**src/rtl/link_pwr_pkg.sv**
```systemverilog
package link_pwr_pkg;

  typedef enum logic [1:0] {
    LS_PWRDN = 2'b00,
    LS_STBY  = 2'b01,
    LS_NORM  = 2'b10
  } linkState_e;

  // strobes from the control FSM to the datapath
  typedef struct packed {
    logic       regResetStb;  // one-cycle pulse after an OE rising edge
    logic       oeSeen;       // registered OE level
    linkState_e state;        // registered link state
  } ctrlStrobe_t;

endpackage

```
**src/rtl/link_pwr_datapath.sv**
```systemverilog
module link_pwr_datapath
  import link_pwr_pkg::*;
#(
  parameter int NUM_DATA_LANES = 3,
  parameter int ADDR_W         = 8,
  parameter int DATA_W         = 8,
  parameter int PD_REG_ADDR    = 9,
  parameter int PD_BIT_POS     = 3,
  parameter int SYNC_STAGES    = 2
) (
  input  logic                      clk,
  input  logic                      rstN,
  input  logic                      clkValidRaw,
  input  logic                      regWrEn,
  input  logic [ADDR_W-1:0]         regWrAddr,
  input  logic [DATA_W-1:0]         regWrData,
  input  ctrlStrobe_t               strobe,
  output logic                      clkValidSync,
  output logic                      pdFlag,
  output logic [NUM_DATA_LANES-1:0] dataRxEn,
  output logic                      clkRxEn,
  output logic                      txEn,
  output logic                      ddcEn,
  output logic                      arcEn,
  output logic                      i2cEn
);

  localparam logic [ADDR_W-1:0] PdAddr = ADDR_W'(PD_REG_ADDR);

  // clock-valid synchronizer chain
  logic [SYNC_STAGES-1:0] syncChain;

  generate
    for (genvar s = 0; s < SYNC_STAGES; s++) begin : gSync
      if (s == 0) begin : gFirst
        always_ff @(posedge clk or negedge rstN) begin
          if (!rstN) syncChain[0] <= 1'b0;
          else       syncChain[0] <= clkValidRaw;
        end
      end else begin : gNext
        always_ff @(posedge clk or negedge rstN) begin
          if (!rstN) syncChain[s] <= 1'b0;
          else       syncChain[s] <= syncChain[s-1];
        end
      end
    end
  endgenerate

  assign clkValidSync = syncChain[SYNC_STAGES-1];

  // software power-down flag
  logic pdWrHit;
  assign pdWrHit = regWrEn && (regWrAddr == PdAddr);

  always_ff @(posedge clk or negedge rstN) begin
    if (!rstN)                    pdFlag <= 1'b0;
    else if (strobe.regResetStb)  pdFlag <= 1'b0;
    else if (pdWrHit)             pdFlag <= regWrData[PD_BIT_POS];
  end

  // enable decode from the registered state
  logic isNorm, isStby;
  assign isNorm = (strobe.state == LS_NORM);
  assign isStby = (strobe.state == LS_STBY);

  generate
    for (genvar g = 0; g < NUM_DATA_LANES; g++) begin : gLane
      assign dataRxEn[g] = isNorm;
    end
  endgenerate

  assign clkRxEn = isNorm || isStby;
  assign txEn    = isNorm;
  assign ddcEn   = isNorm || isStby;
  assign arcEn   = isNorm || isStby;
  assign i2cEn   = strobe.oeSeen;

endmodule

```
**src/rtl/link_pwr_ctrl_fsm.sv**
```systemverilog
module link_pwr_ctrl_fsm
  import link_pwr_pkg::*;
(
  input  logic        clk,
  input  logic        rstN,
  input  logic        oePin,
  input  logic        hpdSink,
  input  logic        sigEn,
  input  logic        retimerMode,
  input  logic        clkValidSync,
  input  logic        pdFlag,
  output ctrlStrobe_t strobe
);

  logic       oePrev;
  logic       resetPulse;
  linkState_e stateQ, stateD;

  // next-state decode; OE low has top priority
  always_comb begin
    if (!oePin)                       stateD = LS_PWRDN;
    else if (!hpdSink || pdFlag)      stateD = LS_PWRDN;
    else if (!retimerMode)            stateD = LS_NORM;
    else if (clkValidSync && sigEn)   stateD = LS_NORM;
    else                              stateD = LS_STBY;
  end

  always_ff @(posedge clk or negedge rstN) begin
    if (!rstN) begin
      stateQ     <= LS_PWRDN;
      oePrev     <= 1'b0;
      resetPulse <= 1'b0;
    end else begin
      stateQ     <= stateD;
      oePrev     <= oePin;
      resetPulse <= oePin && !oePrev;
    end
  end

  assign strobe.state       = stateQ;
  assign strobe.oeSeen      = oePrev;
  assign strobe.regResetStb = resetPulse;

endmodule

```
**src/rtl/link_pwr_ctrl.sv**
```systemverilog
module link_pwr_ctrl
  import link_pwr_pkg::*;
#(
  parameter int NUM_DATA_LANES = 3,
  parameter int ADDR_W         = 8,
  parameter int DATA_W         = 8,
  parameter int PD_REG_ADDR    = 9,
  parameter int PD_BIT_POS     = 3,
  parameter int SYNC_STAGES    = 2
) (
  input  logic                      clk,
  input  logic                      rstN,
  input  logic                      oePin,
  input  logic                      hpdSink,
  input  logic                      sigEn,
  input  logic                      clkValidRaw,
  input  logic                      retimerMode,
  input  logic                      regWrEn,
  input  logic [ADDR_W-1:0]         regWrAddr,
  input  logic [DATA_W-1:0]         regWrData,
  output logic                      hpdSource,
  output logic [NUM_DATA_LANES-1:0] dataRxEn,
  output logic                      clkRxEn,
  output logic                      txEn,
  output logic                      ddcEn,
  output logic                      arcEn,
  output logic                      i2cEn,
  output logic                      regReset,
  output logic [1:0]                linkState
);

  ctrlStrobe_t strobe;
  logic        clkValidSync;
  logic        pdFlag;

  link_pwr_ctrl_fsm u_fsm (
    .clk          (clk),
    .rstN         (rstN),
    .oePin        (oePin),
    .hpdSink      (hpdSink),
    .sigEn        (sigEn),
    .retimerMode  (retimerMode),
    .clkValidSync (clkValidSync),
    .pdFlag       (pdFlag),
    .strobe       (strobe)
  );

  link_pwr_datapath #(
    .NUM_DATA_LANES (NUM_DATA_LANES),
    .ADDR_W         (ADDR_W),
    .DATA_W         (DATA_W),
    .PD_REG_ADDR    (PD_REG_ADDR),
    .PD_BIT_POS     (PD_BIT_POS),
    .SYNC_STAGES    (SYNC_STAGES)
  ) u_dp (
    .clk          (clk),
    .rstN         (rstN),
    .clkValidRaw  (clkValidRaw),
    .regWrEn      (regWrEn),
    .regWrAddr    (regWrAddr),
    .regWrData    (regWrData),
    .strobe       (strobe),
    .clkValidSync (clkValidSync),
    .pdFlag       (pdFlag),
    .dataRxEn     (dataRxEn),
    .clkRxEn      (clkRxEn),
    .txEn         (txEn),
    .ddcEn        (ddcEn),
    .arcEn        (arcEn),
    .i2cEn        (i2cEn)
  );

  assign hpdSource = hpdSink;
  assign regReset  = strobe.regResetStb;
  assign linkState = strobe.state;

endmodule

```
**config.mk**
```make
export PLATFORM = sky130hd
export DESIGN_NAME = link_pwr_ctrl
export DESIGN_NICKNAME = d
export VERILOG_FILES = /design/src/rtl/link_pwr_pkg.sv /design/src/rtl/link_pwr_datapath.sv /design/src/rtl/link_pwr_ctrl_fsm.sv /design/src/rtl/link_pwr_ctrl.sv
export SDC_FILE = /design/constraint.sdc
export NUM_CORES = 1
export LEC_CHECK = 0
export ABC_AREA = 1
export BUFFER_PORTS_ARGS = -buffer_cell sky130_fd_sc_hd__buf_4
export CORE_AREA = 2 2 39 41
export DETAILED_ROUTE_END_ITERATION = 10
export DIE_AREA = 0 0 41 43
export PLACE_DENSITY_LB_ADDON = 0.3
export SYNTH_ARGS = -nofsm -noshare
export SYNTH_HDL_FRONTEND = slang
export SYNTH_SLANG_ARGS = --single-unit
```
**constraint.sdc**
```tcl
create_clock -name clk -period 1 [get_ports clk]
set_clock_uncertainty 0.05 [all_clocks]
set_input_delay 0.05 -clock clk [delete_from_list [all_inputs] [get_ports clk]]
set_output_delay 0.05 -clock clk [all_outputs]
set_load 0.03 [all_outputs]
```
=== Word-level counts from Yosys, hierarchy flattened ===
Index checks and enable logic that the tools add are counted.

* Output and inout port bits: 12
* Word-level logic and storage cells: 23
* Flip-flop bits (word level): 7
* Input bits: 24

* Equal/unequal tests: 3
* Mux-type cells: 6
* Reductions and logical operators: 8

{| class="wikitable"
|+ Operator list
! operator !! number
|-
| $eq A8 B4 Y1 const B || 1
|-
| $mux W2 || 4
|-
| $logic_and A1 B1 Y1 || 3
|-
| $eq A2 B1 Y1 const B || 1
|-
| $eq A2 B2 Y1 const B || 1
|-
| $logic_not A1 Y1 || 2
|-
| $logic_or A1 B1 Y1 || 2
|-
| $mux W1 || 2
|-
| $reduce_bool A2 Y1 || 1
|}

=== Logic depth before layout (Yosys ltp) ===
Gate-level depths: netlist of the first run.

* Depth after elaboration: 5
* Gate-level depth with buffers: 6
* Mapped depth without buffers: 6

=== Hierarchy ===
Synthesis of the first run repeated with hierarchy kept, for this count alone.

* Cells, all modules: 49
* Area total of the unflattened synthesis: 385.4 um^2

{| class="wikitable"
|+ Modules (own cells, without submodules)
! module !! area an instance (um^2) !! cells each !! instances !! sequential area each (um^2)
|-
| link_pwr_datapath || 222.7 || 32 || 1 || 75.1
|-
| link_pwr_ctrl_fsm || 155.1 || 16 || 1 || 100.1
|-
| link_pwr_ctrl || 7.5 || 1 || 1 || 0.0
|}

=== Worst setup path after synthesis of the first run ===
OpenSTA, ideal clock, no wires.

* Path type: reg2out
* Start: reg u_fsm.stateQ[0]
* End: out clkRxEn
* Data required time: 0.900 ns
* Buffers on the path: 1
* Setup slack: -0.396 ns
* Data arrival time: 1.296 ns
* Cell stages (with the launch flop): 5
* Path through: dfrtp_1 inv_1 ha_1 inv_1 buf_4

* Cells in the longest elaborated chain, start to end: 2
* Elaborated cells on any way between the ends: 3
* Classes of those cells: eq/ne: 2; reduce/logical: 1

{| class="wikitable"
|+ Ends and longest elaborated chain
! item !! line !! text
|-
| start, declared || link_pwr_ctrl_fsm.sv:17 || <nowiki>linkState_e stateQ, stateD;</nowiki>
|-
| start signal, assigned || link_pwr_ctrl_fsm.sv:34 || <nowiki>stateQ <= stateD;</nowiki>
|-
| $eq A2 B2 Y1 or $eq A2 B1 Y1 (tied branches) || link_pwr_datapath.sv:63, link_pwr_datapath.sv:64 ||
|-
| $logic_or A1 B1 Y1 * || n/a ||
|-
| end, declared || link_pwr_ctrl.sv:23 || <nowiki>output logic clkRxEn,</nowiki>
|}

Every way passes the cells marked *; elsewhere a longest branch is shown, timed or not.

=== Worst setup path after layout of the first run ===
* Start: reg u_fsm.stateQ[1]
* End: out clkRxEn

* Cells in the longest elaborated chain, start to end: 2
* Elaborated cells on any way between the ends: 3
* Classes of those cells: eq/ne: 2; reduce/logical: 1

{| class="wikitable"
|+ Ends and longest elaborated chain
! item !! line !! text
|-
| $eq A2 B2 Y1 or $eq A2 B1 Y1 (tied branches) || link_pwr_datapath.sv:63, link_pwr_datapath.sv:64 ||
|-
| $logic_or A1 B1 Y1 * || link_pwr_datapath.sv:72 || <nowiki>assign clkRxEn = isNorm || isStby;</nowiki>
|}

Marked as above.

==> impl_summary.txt, run 1 <==
----------------------------------------------------
[Yosys]
  Primary FF master, synth ... sky130_fd_sc_hd__dfrtp_1
  Synth warn ... 0
  FF+latch count, synth ... 7
  Post-synth top cells ... sky130_fd_sc_hd__inv_1 (9), sky130_fd_sc_hd__nand2_1 (8), sky130_fd_sc_hd__nor2_1 (8)
  Post-synth EDFFs ... 0
  Syn avg cell area ... slightly above 8 µm²
  Most frequent cell after synthesis ... sky130_fd_sc_hd__inv_1
  Ranking of synthesized cells by area ... sky130_fd_sc_hd__dfrtp_1 (49%), sky130_fd_sc_hd__buf_4 (13%), sky130_fd_sc_hd__inv_1 (9.5%), sky130_fd_sc_hd__nand2_1 (8.5%), sky130_fd_sc_hd__nor2_1 (8.5%)
  Post-synthesis cell count ... between 40 and 50
  Portion of synthesized cell area occupied by the leading cell type ... 0.4947
  Share of the yosys chip area belonging to registers ... 0.4947
  Largest area contributor in the synthesized netlist ... sky130_fd_sc_hd__dfrtp_1
  Number of nets produced by synthesis ... 69
  Post-synth ARST share ... 1.000
  Count of distinct cell types in the synthesized netlist ... 10
  Synth Cell Area ... approximately 350 µm²

[Drt]
  Wire length reported by the detailed router ... between 600 and 700 µm
  Routed via count ... ~360
  Detailed-routing iteration count for the pre-antenna-repair pass ... 2
  Antenna-violating nets left ... 0
  Via-per-instance ratio ... just under 4
  Routed length per placed instance ... between 7 and 8 µm
  1st-iter DRT viols ... 1
  Drc violations ... 0

[STA]
  Remaining max-slew budget at the tightest pin ... 0.9044
  Slew of the pin with the lowest slew margin ... between 0.1 and 0.15 ns
  Fmax achieved ... about 0.83 GHz
  Final critical delay including setup and external delays ... roughly 1.2 ns
  Final hold slack ... between 0.01 and 0.015 ns
  Final number of max-transition violations ... 0
  Hold Vio Cnt, Final ... 0
  Setup violation total in the final timing report ... 8
  Total Neg Setup Slack ... -0.9524 ns
  Post-route setup slack ... -0.2014 ns
  Fraction of the cycle the final worst path needs ... 1.201
  Unrepaired setup endpoints after global routing ... true

[CTS]
  Clock tree from TritonCTS ... built
  Number of CTS-inserted buffers ... 3
  H-tree depth ... 1
  Clock tree sinks ... 7
  Clock-pin slew on the worst setup and hold paths ... about 0.05 ns
  Cell at the root of the clock tree ... sky130_fd_sc_hd__clkbuf_4
  Clock latency at the later pin of the worst-skew pair ... about 0.24 ns
  Maximum buffer depth of the clock tree ... 2

[Floorplan]
  Initial standard-cell utilization of the core ... 0.2559
  Top-Level Pins ... 36
  Die outline area ... around 1800 µm²
  DIE HEIGHT ... about 43 µm
  Overall die width ... between 40 and 50 µm
  Floorplan Core Area ... 1384 µm²
  FP Rows ... 14

[Critical path]
  Register-to-Register Path Depth ... 3
  Required time worst endpoint ... roughly 0.90 ns
  Flop2flop setup slack ... ~0.18 ns
  Worst R2R End ... u_fsm.stateQ[1]
  Arrival time of data at the critical path endpoint ... 1.10 ns
  Cell class contributing the biggest share of worst-path delay ... flip-flops
  Launch point of the worst path ... u_fsm.stateQ[1]
  Stages on the worst setup path ... 3
  Worst setup path class ... reg2out
  Number of buffer and inverter stages on the critical path ... 2
  R2r startpoint ... u_dp.pdFlag
  CP max-delay cell ... sky130_fd_sc_hd__dfrtp_2
  Worst setup endpoint ... clkRxEn
  Slowest stage delay, CP ... 0.42 ns
  Crit-path max FO ... 3
  Kind of end point of the critical path ... output port
  CP Launch Type ... register
  Crit-path cells ... ha_4 > inv_6 > buf_6

[Run status]
  Failing checks ... negative setup slack
  Run status ... complete, but fails checks

[Job]
  Number of max-capacitance violations reported ... 0

[Global route]
  Pin count of the biggest net entering global routing ... 8
  Overall routing resource usage ... 0.09350
  Global-route wire length before repair ... between 1000 and 1500 µm
  Global-route congestion overflow total ... 0
  Vias in the first global route ... about 320
  Antenna violations before repair ... 0

[Finish]
  Share of layout cells above drive strength 1 ... 0.5067
  Total inserted antenna cells ... 0
  Count of nets after finishing ... roughly 100
  Count of non-filler cells in the finished layout ... 91
  Total of fill cells in the finished design ... 145
  Layout Area Growth over Synthesis ... 87.28%

[Placed design]
  Count of placed standard cells including taps ... between 80 and 90
  Worst slack, placed ... between 0.03 and 0.04 ns
  Placer Congestion ... about 0.6
  Count of input and output buffers ... 28
  Sum of net half-perimeters after detailed placement ... about 570 µm

[Min path]
  Type of the worst min-delay path ... in2reg

[Pwr]
  Largest vdd supply drop ... between 500 and 600 µV
  P per Cell Area ... approximately 1200 nW/µm²
  Leakage dissipation ... 0.3612 nW

----------------------------------------------------
## flip-flops by register name (all words and copies together) (netlist names)
signal	count
u_dp.clkValidSync	1
u_fsm.stateQ	2
u_dp.pdFlag	1
u_fsm.oePrev	1
u_fsm.resetPulse	1
u_dp.syncChain	1
## final cells by class
class | count | area, µm² | area share
Timing Repair Buffer | 33 | 287.8 | 0.4340
Sequential cell | 7 | 177.7 | 0.2679
Multi-Input combinational cell | 22 | 112.6 | 0.1698
Inverter | 9 | 38.79 | 0.05849
Clock buffer | 4 | 26.28 | 0.03962
Tap cell | 16 | 20.02 | 0.03019
## cells by family after synthesis
group / share of synthesized area
AO/OA/AOI/OAI: 0.01412
adder cells (fa/ha/maj): 0.03533
buffers and inverters: 0.2226
flip-flops: 0.4947
AND/OR/NAND/NOR: 0.2332
## per-stage QoR
step / util / power [W] / area (µm²)
after floorplan: - / 0.0004361 / 392.9
after global placement: 0.4042 / 0.0005033 / 559.3
after detailed placement: 0.4042 / 0.0005056 / 559.3
after CTS: 0.4711 / 0.0007884 / 651.9
after global routing: 0.4792 / 0.0008230 / 663.1
final: 0.4792 / 0.0007744 / 663.1
## worst min-delay path by stage
stage | startpoint | end | slack (ns) | cells past startpoint
2_1_floorplan | rstN | u_dp.clkValidSync | -0.30 | 0
3_3_place_gp | rstN | u_dp.syncChain[0] | -0.18 | 1
3_5_place_dp | rstN | u_dp.syncChain[0] | -0.18 | 1
4_1_cts | sigEn | u_fsm.stateQ[0] | 0.008 | 4
5_1_grt | hpdSink | u_fsm.stateQ[0] | 0.02 | 3
6_report | sigEn | u_fsm.stateQ[0] | 0.01 | 4
## layout by cell type, fill, tap and decap left out, drive strengths merged
cell type	count
inv	9
nand2	8
a21oi	1
dlygate4sd3	4
dfrtp	7
clkbuf	4
nand3	2
nor2	9
ha	1
nand4	1
buf	29
## report_power, final
part	internal (W)	switching, W
Combinational	0.000117	0.000110
Clock	0.000152	0.0000934
Sequential	0.000296	0.00000615
Total	0.000565	0.000210
## worst register-to-register path: cells and delay by family, from the launching register on
kind | cells | cell delay [ns]
AOI/OAI and AO/OA | 1 | 0.14
and+or+nand+nor | 2 | 0.17
DFF | 1 | 0.37
## routing by layer
| layer | track usage | wire length (µm) | share of wire |
|---|---|---|---|
| met1 | 0.08361 | 230 | 0.33 |
| met3 | 0.02094 | 75 | 0.11 |
| met4 | 0.08000 | 0 | 0 |
| met5 | 0 | 0 | 0 |
| met2 | 0.1594 | 385 | 0.56 |
## timing repair
| action | 4_1_cts | 5_1_grt |
|---|---|---|
| endpoints found under the hold margin | 12 | 0 |
| hold buffers | 4 | 0 |
| gates resized for setup | 7 | 1 |
| pin swaps | 1 | 1 |
| setup endpoints to repair | 7 | 7 |
| buffers inserted | 0 | 1 |
No activity file was read; power rests on OpenSTA's default activity.
==> inputs of run 2 (changes only) <==
- CTS_BUF_LIST: unset -> sky130_fd_sc_hd__clkbuf_2
==> impl_summary.txt, run 2 (synthesis gave the netlist of run 1 again) <==
----------------------------------------------------
[Drt]
  Detailed-routing iteration count for the pre-antenna-repair pass ... 1 (was 2)
  Routed via count ... 354 (was 359)
  Wire length reported by the detailed router ... 665 µm (was 691 µm)
  Drc violations ... 0 (unchanged)
  Via-per-instance ratio ... 3.890 (was 3.945)
  1st-iter DRT viols ... 0 (was 1)
  Antenna-violating nets left ... 0 (unchanged)
  Routed length per placed instance ... 7.308 µm (was 7.593 µm)

[Placed design]
  Count of input and output buffers ... 28 (unchanged)
  DP Area ... 559.3 µm² (unchanged)
  Sum of net half-perimeters after detailed placement ... 572 µm (unchanged)
  Placer Congestion ... 0.5844 (unchanged)

[Job]
  Number of max-capacitance violations reported ... 0 (unchanged)

[CTS]
  Cell at the root of the clock tree ... sky130_fd_sc_hd__clkbuf_2 (was sky130_fd_sc_hd__clkbuf_4)
  Maximum buffer depth of the clock tree ... 2 (unchanged)
  Number of CTS-inserted buffers ... 3 (unchanged)
  H-tree depth ... 1 (unchanged)
  Clock tree sinks ... 7 (unchanged)
  Clock latency at the later pin of the worst-skew pair ... 0.22 ns (was 0.24 ns)
  Clock-pin slew on the worst setup and hold paths ... 0.07 ns (was 0.05 ns)
  Clock tree from TritonCTS ... built (unchanged)

[STA]
  Remaining max-slew budget at the tightest pin ... 0.9213 (was 0.9044)
  Final number of max-transition violations ... 0 (unchanged)
  Final critical delay including setup and external delays ... 1.186 ns (was 1.201 ns)
  Post-route setup slack ... -0.1860 ns (was -0.2014 ns)
  Hold Vio Cnt, Final ... 0 (unchanged)
  Setup violation total in the final timing report ... 7 (was 8)
  Fraction of the cycle the final worst path needs ... 1.186 (was 1.201)
  Final hold slack ... 0.02579 ns (was 0.01344 ns)
  Unrepaired setup endpoints after global routing ... true (unchanged)
  Fmax achieved ... 0.8432 GHz (was 0.8324 GHz)
  Slew of the pin with the lowest slew margin ... 0.1180 ns (was 0.1434 ns)

[Critical path]
  Crit-path max FO ... 3 (unchanged)
  CP max-delay cell ... sky130_fd_sc_hd__dfrtp_2 (unchanged)
  Required time worst endpoint ... 0.90 ns (about the same)
  Crit-path cells ... ha_4 > inv_6 > buf_6 (unchanged)
  CP Launch Type ... register (unchanged)
  Kind of end point of the critical path ... output port (unchanged)
  Number of buffer and inverter stages on the critical path ... 2 (unchanged)
  Worst setup path class ... reg2out (unchanged)
  Cell class contributing the biggest share of worst-path delay ... flip-flops (unchanged)
  Slowest stage delay, CP ... 0.42 ns (about the same)
  Arrival time of data at the critical path endpoint ... 1.09 ns (was 1.10 ns)
  R2r startpoint ... u_dp.pdFlag (unchanged)
  Launch point of the worst path ... u_fsm.stateQ[1] (unchanged)

[Floorplan]
  Overall die width ... 41 µm (unchanged)
  Die outline area ... 1763 µm² (unchanged)
  FP Rows ... 14 (unchanged)
  Top-Level Pins ... 36 (unchanged)
  Initial standard-cell utilization of the core ... 0.2559 (unchanged)
  DIE HEIGHT ... 43 µm (unchanged)
  Floorplan Core Area ... 1384 µm² (unchanged)

[Finish]
  Top register by number of flip-flops ... u_fsm.stateQ (unchanged)
  Share of layout cells above drive strength 1 ... 0.5200 (was 0.5067)
  Summed area of non-filler cells in the final layout ... 656.9 µm² (was 663.1 µm²)
  Total of fill cells in the finished design ... 144 (was 145)
  Count of nets after finishing ... 101 (unchanged)
  Total inserted antenna cells ... 0 (unchanged)
  Max FFs per register ... 2 (unchanged)
  Layout Area Growth over Synthesis ... 85.51% (was 87.28%)
  Top library cells by usage in the layout, fill and taps aside ... sky130_fd_sc_hd__buf_4 (21), sky130_fd_sc_hd__nand2_1 (8), sky130_fd_sc_hd__nor2_1 (8), sky130_fd_sc_hd__buf_6 (8), sky130_fd_sc_hd__inv_1 (7) (unchanged)
  Leading cell type in the layout, fill and taps excluded ... sky130_fd_sc_hd__buf_4 (unchanged)

[Run status]
  Failing checks ... negative setup slack (unchanged)
  Run status ... complete, but fails checks (unchanged)

[Pwr]
  Largest vdd supply drop ... 502.4 µV (was 588.2 µV)
  Leakage dissipation ... 0.3628 nW (was 0.3612 nW)
  P per Cell Area ... 1110 nW/µm² (was 1168 nW/µm²)

[Global route]
  Pin count of the biggest net entering global routing ... 8 (unchanged)
  Overall routing resource usage ... 0.08832 (was 0.09350)
  Antenna violations before repair ... 0 (unchanged)
  Global-route congestion overflow total ... 0 (unchanged)
  Global-route wire length before repair ... 1035 µm (was 1090 µm)
  Vias in the first global route ... 306 (was 317)

[Min path]
  Type of the worst min-delay path ... in2reg (unchanged)
  Beginning of the worst hold path ... sigEn (unchanged)

----------------------------------------------------
## run 2: changes by cell type in the layout (fill, tap and decap cells not counted)
| cell | before | now |
|---|---|---|
| sky130_fd_sc_hd__clkbuf_4 | 3 | 0 |
| sky130_fd_sc_hd__clkbuf_2 | 0 | 4 |
| sky130_fd_sc_hd__clkbuf_1 | 1 | 0 |
## run 2: area by class of cell
type,instances,area (µm²),area share
Inverter,9,38.79,0.05905
Sequential cell,7,177.7,0.2705
Multi-Input combinational cell,22,112.6,0.1714
Timing Repair Buffer,33,287.8,0.4381
Clock buffer,4,20.02,0.03048
Tap cell,16,20.02,0.03048
## run 2: timing repair
| action | CTS | global route |
|---|---|---|
| buffers inserted | 0 | 1 |
| hold buffers | 4 | 0 |
| pin swaps | 1 | 1 |
| endpoints found under the hold margin | 11 | 0 |
| resized for setup | 7 | 1 |
| endpoints found under the setup margin | 7 | 7 |
## run 2: power by group
part	switching, W	total (W)	internal (W)	leakage [nW]
sequential	0.00000608	0.000301	0.000295	0.0857
combinational	0.000110	0.000227	0.000117	0.260
clock	0.0000945	0.000201	0.000106	0.0166
## run 2: final timing paths
path	to	slack [ns]	depth (start not counted)
worst max-delay path	clkRxEn	-0.19	3
worst min-delay path	u_fsm.stateQ[0]	0.03	4
worst max register to register	u_fsm.stateQ[1]	0.21	3
worst min register to register	u_dp.clkValidSync	0.30	0
max in group asynchronous	u_fsm.stateQ[0]	0.65	2
min in group asynchronous	u_dp.syncChain[0]	0.12	2
## run 2: metal layers
layer / GRT usage / part of all wire / vias to the layer above
met4: 0.08000 / 0 / 0
met5: 0 / 0 / -
met1: 0.08333 / 0.35 / 151
met3: 0.02094 / 0.11 / 0
met2: 0.1438 / 0.53 / 18
li1: - / - / 185
## run 2: through the flow
step	cells	util	power, W	setup slack, ns	setup TNS [ns]
after floorplan	44	-	0.0004361	-0.06584	-0.1317
after global placement	82	0.4042	0.0005033	0.02835	0
after detailed placement	82	0.4042	0.0005056	0.03117	0
after CTS	90	0.4665	0.0007412	-0.2071	-1.056
after global routing	91	0.4747	0.0007732	-0.2303	-1.231
final	91	0.4747	0.0007291	-0.1860	-0.8444
## run 2: tightest hold or removal path: cells and delay by family
| family | cells | cell delay [ns] |
|---|---|---|
| simple gates | 3 | 0.15 |
| buf+inv | 1 | 0.07 |
